`config.mk`:
```
export PLATFORM = sky130hd
export DESIGN_NAME = txdma_ctrl
export DESIGN_NICKNAME = d
export VERILOG_FILES = /design/src/rtl/txdma_pkg.sv /design/src/rtl/txdma_next.sv /design/src/rtl/txdma_pulse.sv /design/src/rtl/txdma_ctrl.sv
export SDC_FILE = /design/constraint.sdc
export NUM_CORES = 1
export LEC_CHECK = 0
export ABC_AREA = 0
export BUFFER_PORTS_ARGS = -buffer_cell sky130_fd_sc_hd__buf_2
export CORE_AREA = 2 2 39 41
export CTS_BUF_LIST = sky130_fd_sc_hd__clkbuf_8
export DETAILED_ROUTE_END_ITERATION = 7
export DIE_AREA = 0 0 41 43
export PLACE_DENSITY = 0.71
export RECOVER_POWER = 25
export SYNTH_ARGS = -nofsm -noshare
export SYNTH_HDL_FRONTEND = slang
export SYNTH_SLANG_ARGS = --single-unit
```
`constraint.sdc`:
```
create_clock -name clk -period 2.8 [get_ports clk]
set_input_delay 0.42 -clock clk [delete_from_list [all_inputs] [get_ports clk]]
set_output_delay 0.42 -clock clk [all_outputs]
set_load 0.05 [all_outputs]
```
`src/rtl/txdma_pkg.sv`:
```
package txdma_pkg;

  localparam int STATE_W = 3;

  // Process state codes visible to software
  typedef enum logic [STATE_W-1:0] {
    TXS_STOP  = 3'b000,
    TXS_FETCH = 3'b001,
    TXS_WAIT  = 3'b010,
    TXS_READ  = 3'b011,
    TXS_SUSP  = 3'b110,
    TXS_CLOSE = 3'b111
  } txs_e;

  // Transition marks produced by the next-state logic
  localparam int EV_FETCH = 0;
  localparam int EV_READ  = 1;
  localparam int EV_CLOSE = 2;
  localparam int EV_STOP  = 3;
  localparam int EV_SUSP  = 4;
  localparam int EV_DONE  = 5;
  localparam int EV_N     = 6;

endpackage

```
`src/rtl/txdma_next.sv`:
```
module txdma_next
  import txdma_pkg::*;
(
  input  txs_e             cur,
  input  logic             run_en,
  input  logic             poll_wr,
  input  logic             desc_ack,
  input  logic             desc_owned,
  input  logic             rd_ack,
  input  logic             tx_stat_vld,
  input  logic             wb_ack,
  output txs_e             nxt,
  output logic [EV_N-1:0]  ev
);

  always_comb begin
    nxt = cur;
    ev  = '0;
    unique case (cur)
      TXS_STOP: begin
        if (run_en) begin
          nxt          = TXS_FETCH;
          ev[EV_FETCH] = 1'b1;
        end
      end
      TXS_FETCH: begin
        if (desc_ack) begin
          if (!run_en) begin
            nxt         = TXS_STOP;
            ev[EV_STOP] = 1'b1;
          end else if (desc_owned) begin
            nxt         = TXS_READ;
            ev[EV_READ] = 1'b1;
          end else begin
            nxt         = TXS_SUSP;
            ev[EV_SUSP] = 1'b1;
          end
        end
      end
      TXS_READ: begin
        if (rd_ack) nxt = TXS_WAIT;
      end
      TXS_WAIT: begin
        if (tx_stat_vld) begin
          nxt          = TXS_CLOSE;
          ev[EV_CLOSE] = 1'b1;
        end
      end
      TXS_CLOSE: begin
        if (wb_ack) begin
          ev[EV_DONE] = 1'b1;
          if (run_en) begin
            nxt          = TXS_FETCH;
            ev[EV_FETCH] = 1'b1;
          end else begin
            nxt         = TXS_STOP;
            ev[EV_STOP] = 1'b1;
          end
        end
      end
      TXS_SUSP: begin
        if (!run_en) begin
          nxt         = TXS_STOP;
          ev[EV_STOP] = 1'b1;
        end else if (poll_wr) begin
          nxt          = TXS_FETCH;
          ev[EV_FETCH] = 1'b1;
        end
      end
      default: nxt = TXS_STOP;
    endcase
  end

endmodule

```
`src/rtl/txdma_pulse.sv`:
```
module txdma_pulse #(
  parameter int N = 6
) (
  input  logic         clk,
  input  logic         rst,
  input  logic [N-1:0] mark,
  output logic [N-1:0] pulse
);

  for (genvar i = 0; i < N; i++) begin : g_bit
    always_ff @(posedge clk) begin
      if (rst) pulse[i] <= 1'b0;
      else     pulse[i] <= mark[i];
    end
  end

endmodule

```
`src/rtl/txdma_ctrl.sv`:
```
module txdma_ctrl
  import txdma_pkg::*;
(
  input  logic               clk,
  input  logic               rst,
  input  logic               run_en,
  input  logic               poll_wr,
  input  logic               desc_ack,
  input  logic               desc_owned,
  input  logic               rd_ack,
  input  logic               tx_stat_vld,
  input  logic               wb_ack,
  output logic               desc_req,
  output logic               rd_req,
  output logic               wb_req,
  output logic [STATE_W-1:0] state_code,
  output logic               evt_stopped,
  output logic               evt_nobuf,
  output logic               evt_done
);

  txs_e            state_q;
  txs_e            state_d;
  logic [EV_N-1:0] marks;
  logic [EV_N-1:0] pulses;

  txdma_next u_next (
    .cur        (state_q),
    .run_en     (run_en),
    .poll_wr    (poll_wr),
    .desc_ack   (desc_ack),
    .desc_owned (desc_owned),
    .rd_ack     (rd_ack),
    .tx_stat_vld(tx_stat_vld),
    .wb_ack     (wb_ack),
    .nxt        (state_d),
    .ev         (marks)
  );

  always_ff @(posedge clk) begin
    if (rst) state_q <= TXS_STOP;
    else     state_q <= state_d;
  end

  txdma_pulse #(.N(EV_N)) u_pulse (
    .clk  (clk),
    .rst  (rst),
    .mark (marks),
    .pulse(pulses)
  );

  assign state_code  = state_q;
  assign desc_req    = pulses[EV_FETCH];
  assign rd_req      = pulses[EV_READ];
  assign wb_req      = pulses[EV_CLOSE];
  assign evt_stopped = pulses[EV_STOP];
  assign evt_nobuf   = pulses[EV_SUSP];
  assign evt_done    = pulses[EV_DONE];

endmodule

```
==> impl_metrics.py, run 1 <==
metrics = {
    "outcome": {
        "status": "completed",
    },
    "final_layout": {
        "regArea_um2": 180,
        "finalNetCount": 76,
        "n_antenna_cell": 0,
        "fillers": 135,
        "drive_gt1_share_pct": 37.9,
        "utilization_pct": 43.3,
        "multi_input_area_um2": 268,
        "design_area_um2": 599,
        "syn_to_final_growth_pct": 23.1,
    },
    "worst_setup_path": {
        "critPathKind": "flip-flop to output pin",
        "cp_num_buf_inv": 1,
        "cp_top_family": "flip-flops",
        "critPathCaptureType": "output pin",
        "cp-start-kind": "flip-flop",
        "critPathMaxStageDelay_ns": 0.62,
        "cp_max_fo": 14,
        "cp.required_ns": 2.38,
        "crit_chain": "buf_2",
        "crit_arrival_ns": 1.22,
        "crit_slowest_cell": "dfxtp_1",
    },
    "sta": {
        "slew_violations": 0,
        "rsz0062_at_grt": "false",
        "setup_tns_ns": 0,
        "setup_viol": 0,
        "fin_crit_sh_pct": 58.5,
        "setup_ws_ns": 1.16,
        "max_freq_mhz": 611,
        "tightest_slew_ns": 0.594,
        "skew_ns": 0.000467,
        "period_minus_slack_ns": 1.64,
        "hold_viol_final": 0,
        "slew_headroom_pct": 60.6,
        "fin_hold_ws_ns": 0.478,
    },
    "clocking": {
        "cts_made_buffers": 3,
        "postCtsHoldBufs": 0,
        "path_clk_slew_ns": 0.05,
        "clk_path_buf_depth": 2,
        "insertion_delay_ns": 0.23,
        "root_buffer": "clkbuf_8",
        "htree_levels": 1,
        "cts_tree": "yes",
        "cts_sinks": 9,
        "post_cts_buffers": 0,
        "cts_resized": 0,
    },
    "synth": {
        "yosysWarnings": 0,
        "synth_cell_types": 31,
        "yosys_most_used_dff": "dfxtp_1",
        "syn_avg_cell_area_um2": 9.73,
        "ys_ff_latch": 9,
        "ys_seq_area_share_pct": 37.0,
        "syn_nets": 59,
        "netlist_instances": 50,
        "async_reset_ff_share_pct": 0,
        "synth.cell_area_um2": 487,
        "synth_edf_count": 0,
    },
    "routing": {
        "drt-total-wl_um": 1040,
        "first_pass_iters": 4,
        "wl_per_cell_um": 12.7,
        "drtIter0Drc": 7,
        "num_vias": 451,
        "drc": 0,
        "ant_nets": 0,
        "viasPerCell": 5.50,
    },
    "flow_run": {
        "cap_violations": 0,
    },
    "global_routing": {
        "grt_start_max_net_pins": 15,
        "grt_pass1_wl_um": 1520,
        "antenna_found_initial": 0,
        "grt_overflow": 0,
        "track_usage_pct": 13.1,
        "first_global_vias": 367,
    },
    "floorplanning": {
        "core_um2": 1380,
        "die_area_um2": 1760,
        "rows": 14,
        "fp.dieH_um": 43,
        "dieWidth_um": 41,
        "num_io_pins": 18,
        "start_util_pct": 35.2,
    },
    "hold_path": {
        "hold_class": "primary input to flip-flop",
    },
    "placement": {
        "pre_cts_ws_ns": 1.31,
        "dpl.hpwl_um": 709,
        "io_buffers": 17,
        "placed_cell_area_um2": 557,
        "place_congestion": 0.726,
    },
    "pwr": {
        "p_leak_nw": 0.248,
        "vdd.ir_drop.worst_mv": 0.192,
        "p_per_area_nw_per_um2": 660,
    },
}
area by class of cell:
class / instances / area share [%]
multi-input combinational: 35 / 44.7
clock buffer: 3 / 6.89
sequential: 9 / 30.1
clock inverter: 1 / 0.626
inverter: 1 / 0.626
timing repair buffer: 17 / 13.8
tap: 16 / 3.34
kinds of logic (layout without fill, tap and decap cells):
family / count (synthesis) / after routing / share of synthesized area, %
muxes: 3 / 3 / 6.43
DFF: 9 / 9 / 37.0
and+or+nand+nor: 20 / 20 / 29.0
AOI/OAI and AO/OA: 12 / 12 / 19.5
buffers and inverters: 6 / 22 / 7.97
cells in the mapped netlist, types with 2 or more instances:
library cell | count | area [um^2]
nand2b_1 | 2 | 12.5
a31oi_1 | 3 | 18.8
mux2i_1 | 2 | 20.0
nand4_1 | 2 | 12.5
dfxtp_1 | 9 | 180
nor3b_1 | 2 | 15.0
a21oi_1 | 2 | 10.0
nor3_1 | 2 | 10.0
buf_4 | 2 | 15.0
a211o_1 | 2 | 17.5
nand2_1 | 2 | 7.51
worst register-to-register path: stages (launching register included):
cell	delay (ns)
dfxtp_1	0.61
mux2i_1	0.17
a32oi_2	0.31
a21oi_2	0.08
a311oi_1	0.24
flip-flops by register name (all words and copies together) (netlist names):
signal and count:
state_code 3, u_pulse.pulse 6
final timing paths:
path | to | from | slack [ns] | depth (start not counted)
hold reg to reg | state_code[1]$_SDFFE_PP0P_ | state_code[1]$_SDFFE_PP0P_ | 0.62 | 2
setup reg to reg | state_code[0]$_SDFFE_PP0P_ | state_code[2]$_SDFFE_PP0P_ | 1.30 | 4
hold / removal | state_code[1]$_SDFFE_PP0P_ | rst | 0.48 | 2
setup / recovery | state_code[0] | state_code[0]$_SDFFE_PP0P_ | 1.16 | 1
layout by cell type, fill, tap and decap left out, types with 2 or more instances in the layout:
| cell type | count |
|---|---|
| a21oi_1 | 2 |
| nor3b_1 | 2 |
| nor3_1 | 2 |
| clkbuf_1 | 2 |
| nand2b_1 | 2 |
| clkbuf_8 | 3 |
| buf_2 | 15 |
| dfxtp_1 | 9 |
| nand2_1 | 2 |
| inv_1 | 2 |
| mux2i_1 | 2 |
| a211o_1 | 2 |
| nand4_1 | 2 |
| a31oi_1 | 3 |
metrics by stage:
step / instances / power, mW
2_1_floorplan: 50 / 0.230
4_1_cts: 82 / 0.397
3_5_place_dp: 78 / 0.246
5_1_grt: 82 / 0.410
6_report: 82 / 0.395
3_3_place_gp: 78 / 0.245
power by group:
| group | switching, mW | internal, mW |
|---|---|---|
| sequential | 0.0185 | 0.136 |
| combinational | 0.0561 | 0.0343 |
| clock | 0.0547 | 0.0958 |
| total | 0.129 | 0.266 |
per-layer routing:
layer	share of wire [%]	vias to the layer above	global-route usage [%]	routed length (um)
li1	-	221	-	-
met1	46	213	17.1	483
met2	46	15	16.9	484
met3	5.9	2	1.57	62
met4	1.3	0	13.3	14
met5	0	-	0	0
Power figures use the tool's default switching activity.
==> run 2: changes to the inputs <==
Settings changed: ABC_AREA 0 to 1.
Clock period 2.8 ns to 1.6 ns, I/O delays scaled along.
==> run 2 against run 1 <==
Against the previous run: register-to-register slack lost 1.0 ns; synthesized area shrank 1.3%; routed wire length grew 3.8%; final cell count grew 29%; critical path type is now flip-flop to flip-flop; critical endpoint is now state_code[2]$_SDFFE_PP0P_.
==> impl_metrics.py, run 2 <==
metrics = {
    "routing": {
        "first_pass_iters": 4,
        "viasPerCell": 4.71,
        "num_vias": 499,
        "ant_nets": 0,
        "drtIter0Drc": 8,
        "wl_per_cell_um": 10.2,
        "drt-total-wl_um": 1080,
        "drc": 0,
    },
    "pwr": {
        "vdd.ir_drop.worst_mv": 0.849,
        "p_leak_nw": 0.314,
        "p_per_area_nw_per_um2": 1800,
        "p_total_mw": 1.10,
    },
    "floorplanning": {
        "start_util_pct": 34.7,
        "core_um2": 1380,
        "num_io_pins": 18,
        "fp.dieH_um": 43,
        "dieWidth_um": 41,
        "rows": 14,
        "die_area_um2": 1760,
    },
    "worst_setup_path": {
        "crit_arrival_ns": 1.44,
        "crit_slowest_cell": "dfxtp_1",
        "critPathMaxStageDelay_ns": 0.37,
        "cp-start-kind": "flip-flop",
        "cp.required_ns": 1.72,
        "critPathKind": "flip-flop to flip-flop",
        "critPathCaptureType": "flip-flop",
        "crit_chain": "nor2_1 -> nand2_2 -> nor2_4 -> nor2_4 -> nand2_2 -> nand2_1 -> nand2_1 -> nor2_1",
        "cp_max_fo": 8,
    },
    "synth": {
        "netlist_instances": 70,
        "syn_nets": 79,
        "synth_cell_types": 16,
        "synth_top_area_share_pct": 37.5,
        "ys_ff_latch": 9,
        "synth_edf_count": 0,
        "yosys-top-cells-area": "dfxtp_1 38%, nand2_1 12%, nor2_1 7.0%",
        "yosys.area.top_type": "dfxtp_1",
        "ys_top_cells_by_count": "15 x nand2_1, 9 x dfxtp_1, 9 x nor2_1",
        "async_reset_ff_share_pct": 0,
        "synth.cell_area_um2": 480,
        "syn_avg_cell_area_um2": 6.86,
        "yosysWarnings": 0,
        "yosysMostFrequentCell": "nand2_1",
        "yosys_most_used_dff": "dfxtp_1",
        "ys_seq_area_share_pct": 37.5,
    },
    "placement": {
        "placed_cell_area_um2": 574,
        "pre_cts_ws_ns": 0.322,
        "dp.cells": 102,
        "io_buffers": 17,
        "place_congestion": 0.882,
        "dpl.hpwl_um": 855,
    },
    "sta": {
        "setup_viol": 0,
        "max_freq_mhz": 757,
        "tightest_slew_ns": 0.587,
        "setup_ws_ns": 0.279,
        "hold_viol_final": 0,
        "rsz0062_at_grt": "false",
        "slew_violations": 0,
        "skew_ns": 0.000955,
        "period_minus_slack_ns": 1.32,
        "slew_headroom_pct": 61.0,
        "setup_tns_ns": 0,
        "fin_crit_sh_pct": 82.5,
        "fin_hold_ws_ns": 0.194,
    },
    "final_layout": {
        "syn_to_final_growth_pct": 27.3,
        "final_common_cell": "nand2_1",
        "n_antenna_cell": 0,
        "utilization_pct": 44.2,
        "finalNetCount": 100,
        "design_area_um2": 612,
        "top_register": "u_pulse.pulse",
        "layout_common_cells": "16 x nand2_1, 15 x buf_2, 10 x nor2_1, 9 x dfxtp_1, 7 x inv_1",
        "largest_register_ffs": 6,
        "drive_gt1_share_pct": 31.1,
        "instances_no_fill": 106,
    },
    "outcome": {
        "status": "completed",
    },
    "clocking": {
        "cts_tree": "yes",
        "postCtsHoldBufs": 0,
        "insertion_delay_ns": 0.22,
        "htree_levels": 1,
        "post_cts_buffers": 0,
        "clk_path_buf_depth": 2,
        "cts_resized": 0,
        "cts_made_buffers": 3,
        "root_buffer": "clkbuf_8",
        "cts_sinks": 9,
        "path_clk_slew_ns": 0.04,
    },
    "hold_path": {
        "hold_class": "primary input to flip-flop",
    },
    "global_routing": {
        "grt_start_max_net_pins": 10,
        "track_usage_pct": 14.3,
        "grt_pass1_wl_um": 1740,
        "antenna_found_initial": 0,
        "grt_overflow": 0,
        "first_global_vias": 435,
    },
    "flow_run": {
        "cap_violations": 0,
    },
}
run 2: critical path: cells and delay by family (launching register included):
family,cells,cell delay (ns)
and+or+nand+nor,8,0.83
DFF,1,0.37
run 2: cell families after synthesis:
| family | synth area share, % |
|---|---|
| AOI/OAI and AO/OA | 6.25 |
| buffers and inverters | 8.59 |
| DFF | 37.5 |
| and+or+nand+nor | 47.7 |
run 2: area by class of cell:
cell class                      instances  area [um^2]
Clock buffer                            3         41.3
Inverter                                8         30.0
Sequential cell                         9          180
Timing Repair Buffer                   17         82.6
Clock inverter                          1         3.75
Fill cell                             149          772
Tap cell                               16         20.0
Multi-Input combinational cell         52          254
run 2: layer usage:
metal	part of all wire (%)	global-route usage (%)	up-vias
met5	0	0	-
met4	0	6.00	0
li1	-	-	263
met2	51	23.1	22
met1	42	16.3	214
met3	6.8	4.71	0
run 2: final timing paths:
path                                    from                    endpoint  slack (ns)  depth (start not counted)
hold reg to reg   state_code[0]$_SDFFE_PP0P_  state_code[0]$_SDFFE_PP0P_        0.57                          2
hold / removal                           rst  state_code[1]$_SDFFE_PP0P_        0.19                          2
setup / recovery  state_code[2]$_SDFFE_PP0P_  state_code[2]$_SDFFE_PP0P_        0.28                          8
setup reg to reg  state_code[2]$_SDFFE_PP0P_  state_code[2]$_SDFFE_PP0P_        0.28                          8
run 2: power breakdown:
part	internal, mW	leakage, nW	switching [mW]
Clock	0.166	0.0269	0.0807
Combinational	0.149	0.214	0.372
Sequential	0.267	0.0733	0.0667
Total	0.582	0.314	0.519
